**src/rtl/irqc_pkg.sv**
```systemverilog
package irqc_pkg;
  localparam int unsigned REG_W = 8;
  typedef enum logic {
    OFS_CMD  = 1'b0,
    OFS_MASK = 1'b1
  } irqc_ofs_e;
endpackage

```
**src/rtl/irqc_edge_latch.sv**
```systemverilog
module irqc_edge_latch #(
  parameter int unsigned N = 8
) (
  input  logic         clk,
  input  logic         rst,
  input  logic [N-1:0] req_in,
  input  logic [N-1:0] clr,
  output logic [N-1:0] pend_q,
  output logic [N-1:0] pend_n
);
  logic [N-1:0] req_q;
  logic [N-1:0] rise;

  // A new rising edge wins over a clear on the same line.
  assign rise   = req_in & ~req_q;
  assign pend_n = (pend_q & ~clr) | rise;

  always_ff @(posedge clk) begin
    if (rst) begin
      req_q  <= '0;
      pend_q <= '0;
    end else begin
      req_q  <= req_in;
      pend_q <= pend_n;
    end
  end
endmodule

```
**src/rtl/irqc_service_reg.sv**
```systemverilog
module irqc_service_reg #(
  parameter int unsigned N = 8
) (
  input  logic         clk,
  input  logic         rst,
  input  logic [N-1:0] set_bits,
  input  logic         eoi,
  output logic [N-1:0] isr_q,
  output logic [N-1:0] isr_n
);
  logic [N-1:0] top_bit;

  // Isolate the lowest set index, which is the most urgent line in service.
  assign top_bit = isr_q & (~isr_q + N'(1));
  assign isr_n   = (isr_q & ~(eoi ? top_bit : '0)) | set_bits;

  always_ff @(posedge clk) begin
    if (rst) isr_q <= '0;
    else     isr_q <= isr_n;
  end
endmodule

```
**src/rtl/irqc_prio_gate.sv**
```systemverilog
module irqc_prio_gate #(
  parameter int unsigned N = 8
) (
  input  logic [N-1:0] eligible,
  input  logic [N-1:0] isr,
  output logic [N-1:0] allow
);
  // blk[i] is set when line i or any more urgent line is in service.
  logic [N-1:0] blk;

  assign blk[0] = isr[0];
  for (genvar i = 1; i < N; i++) begin : g_blk
    assign blk[i] = blk[i-1] | isr[i];
  end

  assign allow = eligible & ~blk;
endmodule

```
**src/rtl/irqc_prio_enc.sv**
```systemverilog
module irqc_prio_enc #(
  parameter int unsigned N     = 8,
  localparam int unsigned IDX_W = (N > 1) ? $clog2(N) : 1
) (
  input  logic [N-1:0]     allow,
  output logic [IDX_W-1:0] idx,
  output logic [N-1:0]     grant
);
  always_comb begin
    // With nothing allowed, the index defaults to the least urgent line.
    idx   = IDX_W'(N - 1);
    grant = '0;
    for (int i = N - 1; i >= 0; i--) begin
      if (allow[i]) begin
        idx   = IDX_W'(i);
        grant = '0;
        grant[i] = 1'b1;
      end
    end
  end
endmodule

```
**src/rtl/prio_irq_ctrl.sv**
```systemverilog
module prio_irq_ctrl
  import irqc_pkg::*;
#(
  parameter int unsigned       N        = 8,
  parameter logic [REG_W-1:0]  VEC_BASE = 8'h08,
  parameter logic [REG_W-1:0]  EOI_CODE = 8'h20
) (
  input  logic             clk,
  input  logic             rst,
  input  logic [N-1:0]     req_in,
  input  logic             reg_addr,
  input  logic             reg_wr,
  input  logic [REG_W-1:0] reg_wdata,
  output logic [REG_W-1:0] reg_rdata,
  output logic             int_out,
  input  logic             int_ack,
  output logic [REG_W-1:0] vec_out
);
  localparam int unsigned IDX_W = (N > 1) ? $clog2(N) : 1;

  logic [N-1:0]     mask_q, mask_n;
  logic [N-1:0]     pend_q, pend_n;
  logic [N-1:0]     isr_q, isr_n;
  logic [N-1:0]     allow_now, allow_next;
  logic [N-1:0]     grant_now;
  logic [N-1:0]     ack_set;
  logic [IDX_W-1:0] idx_now;
  logic             mask_wr, eoi_wr;
  logic             int_q;

  assign mask_wr = reg_wr && (reg_addr == OFS_MASK);
  assign eoi_wr  = reg_wr && (reg_addr == OFS_CMD) && (reg_wdata == EOI_CODE);
  assign mask_n  = mask_wr ? reg_wdata[N-1:0] : mask_q;

  always_ff @(posedge clk) begin
    if (rst) mask_q <= '1;
    else     mask_q <= mask_n;
  end

  irqc_prio_gate #(.N(N)) u_gate_now (
    .eligible (pend_q & ~mask_q),
    .isr      (isr_q),
    .allow    (allow_now)
  );

  irqc_prio_enc #(.N(N)) u_enc (
    .allow (allow_now),
    .idx   (idx_now),
    .grant (grant_now)
  );

  assign ack_set = int_ack ? grant_now : '0;

  irqc_edge_latch #(.N(N)) u_edge (
    .clk    (clk),
    .rst    (rst),
    .req_in (req_in),
    .clr    (ack_set),
    .pend_q (pend_q),
    .pend_n (pend_n)
  );

  irqc_service_reg #(.N(N)) u_isr (
    .clk      (clk),
    .rst      (rst),
    .set_bits (ack_set),
    .eoi      (eoi_wr),
    .isr_q    (isr_q),
    .isr_n    (isr_n)
  );

  // int_out is computed from next-state values, so the registered output
  // always matches the current pending, mask and in-service registers.
  irqc_prio_gate #(.N(N)) u_gate_next (
    .eligible (pend_n & ~mask_n),
    .isr      (isr_n),
    .allow    (allow_next)
  );

  always_ff @(posedge clk) begin
    if (rst) int_q <= 1'b0;
    else     int_q <= |allow_next;
  end

  assign int_out   = int_q;
  assign vec_out   = VEC_BASE + REG_W'(idx_now);
  assign reg_rdata = (reg_addr == OFS_MASK) ? REG_W'(mask_q) : '0;
endmodule

```
**config.mk**
```make
export PLATFORM = sky130hd
export DESIGN_NAME = prio_irq_ctrl
export DESIGN_NICKNAME = d
export VERILOG_FILES = /design/src/rtl/irqc_pkg.sv /design/src/rtl/irqc_edge_latch.sv /design/src/rtl/irqc_service_reg.sv /design/src/rtl/irqc_prio_gate.sv /design/src/rtl/irqc_prio_enc.sv /design/src/rtl/prio_irq_ctrl.sv
export SDC_FILE = /design/constraint.sdc
export NUM_CORES = 1
export LEC_CHECK = 0
export BUFFER_PORTS_ARGS = -buffer_cell sky130_fd_sc_hd__buf_2
export CORE_MARGIN = 5
export CORE_UTILIZATION = 36
export CTS_CLUSTER_SIZE = 20
export DETAILED_ROUTE_END_ITERATION = 8
export PLACE_DENSITY = 0.67
export REMOVE_ABC_BUFFERS = 1
export SLEW_MARGIN = 20
export SYNTH_ARGS = -nofsm -noshare
export SYNTH_HDL_FRONTEND = slang
export SYNTH_SLANG_ARGS = --single-unit
```
**constraint.sdc**
```tcl
create_clock -name clk -period 2.6 [get_ports clk]
set_input_delay 0.52 -clock clk [delete_from_list [all_inputs] [get_ports clk]]
set_output_delay 0.52 -clock clk [all_outputs]
set_load 0.005 [all_outputs]
```
==> run_results.csv <==
group,metric,value,unit
setup_path,crit_chain,"or4_4 > or4_4 > or4b_4 > a22o_1 > a221oi_2 > o22ai_1",
synth,synth-async-reset-ratio,0,%
clocking,clkSlewWorstSetupHoldPaths,0.07,ns
placement,portBuffers,32,
grt,grt_pass1_vias,1476,
placement,gp_congestion,0.910,
setup_path,crit_path_start_kind,"flip-flop",
routing,route.vias.total,1600,
routing,wl,4500,um
setup_path,crit_path_max_fanout,2,
status,outcome,"completed",
synth,synth_cell_type_count,43,
synth,synth_compound_area_share,16.7,%
die,num_rows,25,
synth,synth_seq_cells,33,
placement,dpl.hpwl,3360,um
clocking,cts_root_buf,"clkbuf_8",
grt,grt_util_all_layers,14.8,%
routing,dr.first_iter.drc_count,131,
routing,drc,0,
synth,synth_top_family_by_area,"simple AND/OR/NAND/NOR gates",
setup_path,r2r-start,"u_isr.isr_q[0]$_SDFF_PP0_",
grt,antenna_found_initial,0,
die,die_area,6170,um^2
routing,avgViaCountPerCell,5.32,
min_path,min-delay-start,"req_in[3]",
setup_path,max_stage_delay,0.55,ns
setup_path,critPathArrivalTime,2.73,ns
final_layout,nets,268,
clocking,htreeDepth,2,
die,die_h,78.6,um
sta,period_share,99.7,%
clocking,cts_tree,"built",
routing,wire_per_inst,14.9,um
die,dieWidth,78.6,um
clocking,clk_latency,0.28,ns
routing,ant_nets,0,
synth,synth_xor_area_share,0,%
setup_path,startpoint,"u_isr.isr_q[0]$_SDFF_PP0_",
sta,fmax,0.386,GHz
synth,synthMuxAreaShare,4.73,%
setup_path,slowest_stage,"or4_4",
synth,synth-edff-count,0,
power_and_ir_drop,ir_drop,0.212,mV
die,core_area,4630,um^2
synth,syn-instance-count,196,
synth,syn_area,1690,um^2
die,io_pins,38,
synth,syn_avg_cell_area,8.64,um^2
synth,synth_warnings,0,
sta,fin_skew,0.00472,ns
setup_path,reg2reg_slack,0.007,ns
sta,setup_viol,0,
clocking,cts_hold_buf,0,
grt,grt_pass1_wl,7090,um
grt,grt-ovfl-total,0,
clocking,clock-sinks,33,
final_layout,antenna_cells,0,
die,start_util,36.6,%
flow_run,maxCapViolations,0,
sta,fin_crit,2.59,ns
setup_path,critPathRequiredTime,2.74,ns
synth,synthAdderAreaFrac,1.18,%
sta,tightest_slew,0.608,ns
min_path,holdCritPathClass,"in2reg",
grt,grt_max_degree,35,
power_and_ir_drop,powerDensity,522,nW/um^2
sta,hold_viol_final,0,
synth,ys.flop_type,"dfxtp_1",
sta,grt_setup_unrepaired,"true",
synth,synthSimpleGateAreaFrac,32.3,%
final_layout,nFillCells,474,
clocking,clockBufferDepth,2,
power_and_ir_drop,cellLeakagePower,0.927,nW
sta,maxSlewHeadroom,59.4,%
setup_path,cp-end-kind,"flip-flop",
placement,preCtsSetupSlack,-0.194,ns
setup_path,path_class,"reg2reg",
routing,drt_pass1_iterations,4,
sta,slew_violations,0,
clocking,cts_buffers,5,
sta,fin_setup_tns,0,ns
synth,seq_area_frac_synth,39.0,%
final_layout,syn2layout_area_growth,27.2,%
sta,worst_slack,0.00702,ns
final_layout,drive_gt1_share,29.1,%
setup_path,path_common_cell,"or4_4",
## layout by cell type (no fill, tap or decap), types with 3 or more instances in the layout
cell type / instances
dfxtp_1: 33
buf_2: 32
buf_4: 20
nand2b_1: 19
nor2b_1: 16
nor2_1: 10
and2_1: 9
mux2i_1: 8
a21oi_1: 8
inv_1: 8
o21ai_0: 8
nand2_1: 6
clkbuf_8: 6
conb_1: 5
nor3_1: 4
nor4_1: 4
or3_1: 4
or4_1: 4
or4_4: 3
o41ai_1: 3
a22o_1: 3
## where the power goes
part | switching, mW | internal (mW)
clock network | 0.177 | 0.210
logic | 0.0939 | 0.0962
registers | 0.0143 | 0.533
total | 0.285 | 0.840
## synthesized netlist by cell type, types with 5 or more instances
| library cell | count | area, um^2 |
|---|---|---|
| nand2b_1 | 19 | 119 |
| nand2_1 | 6 | 22.5 |
| o21ai_0 | 9 | 45.0 |
| clkbuf_1 | 6 | 22.5 |
| nor2_1 | 10 | 37.5 |
| nor2b_1 | 16 | 100 |
| or4_1 | 7 | 52.6 |
| buf_4 | 5 | 37.5 |
| inv_1 | 8 | 30.0 |
| or3_1 | 5 | 31.3 |
| dfxtp_1 | 33 | 661 |
| a21oi_1 | 9 | 45.0 |
| and2_1 | 9 | 56.3 |
| mux2i_1 | 8 | 80.1 |
## critical path: cells and delay by family (launching register included)
kind | cells | cell delay (ns)
AND/OR/NAND/NOR | 3 | 1.52
AO/OA/AOI/OAI | 3 | 0.63
flip-flops | 1 | 0.31
## kinds of logic after synthesis
logic type | Yosys count
muxes | 8
and+or+nand+nor | 91
buffers and inverters | 20
DFF | 33
other | 2
adders and majority gates | 2
AOI/OAI and AO/OA | 40
## area by class of cell
type	count	area (um^2)	share of cell area [%]
multi-input combinational	146	987	45.8
timing repair buffer	53	322	14.9
tap	54	67.6	3.14
inverter	8	30.0	1.39
sequential	33	661	30.7
clock buffer	7	86.3	4.01
## layer usage
metal / part of all wire, % / wire length (um) / GRT usage, % / up-vias
met5: 0 / 0 / 0 / -
met4: 1.3 / 60 / 5.77 / 0
met3: 6.0 / 271 / 3.10 / 4
met2: 48 / 2140 / 24.6 / 49
met1: 45 / 2030 / 18.7 / 757
li1: - / - / - / 790
## registers in the layout, indices dropped and copies added (netlist names)
register / cells
u_edge.pend_q: 8
int_out: 1
u_edge.req_q: 8
mask_q: 8
u_isr.isr_q: 8
## worst paths after layout
path,endpoint,cells past startpoint
worst min-delay path,u_edge.req_q[3]$_SDFF_PP0_,2
worst max register to register,int_out$_SDFF_PP0_,6
worst min register to register,u_edge.pend_q[6]$_SDFF_PP0_,2
worst max-delay path,int_out$_SDFF_PP0_,6
## per-stage QoR
step | util, % | power [mW] | hold slack (ns) | instance area (um^2) | std cells
6_report | 46.5 | 1.13 | 0.462 | 2150 | 301
5_1_grt | 46.5 | 1.19 | 0.464 | 2150 | 301
4_1_cts | 46.2 | 1.13 | 0.465 | 2140 | 300
3_5_place_dp | 43.6 | 0.739 | 0.489 | 2020 | 293
3_3_place_gp | 43.6 | 0.736 | 0.473 | 2020 | 293
2_1_floorplan | - | 0.654 | 0.450 | 1640 | 187
## timing repair
action                     CTS  global route
gates resized for setup      8             3
buffers inserted             0             1
setup endpoints to repair    3             4
pin swaps                    7             7
Power figures use the tool's default switching activity.
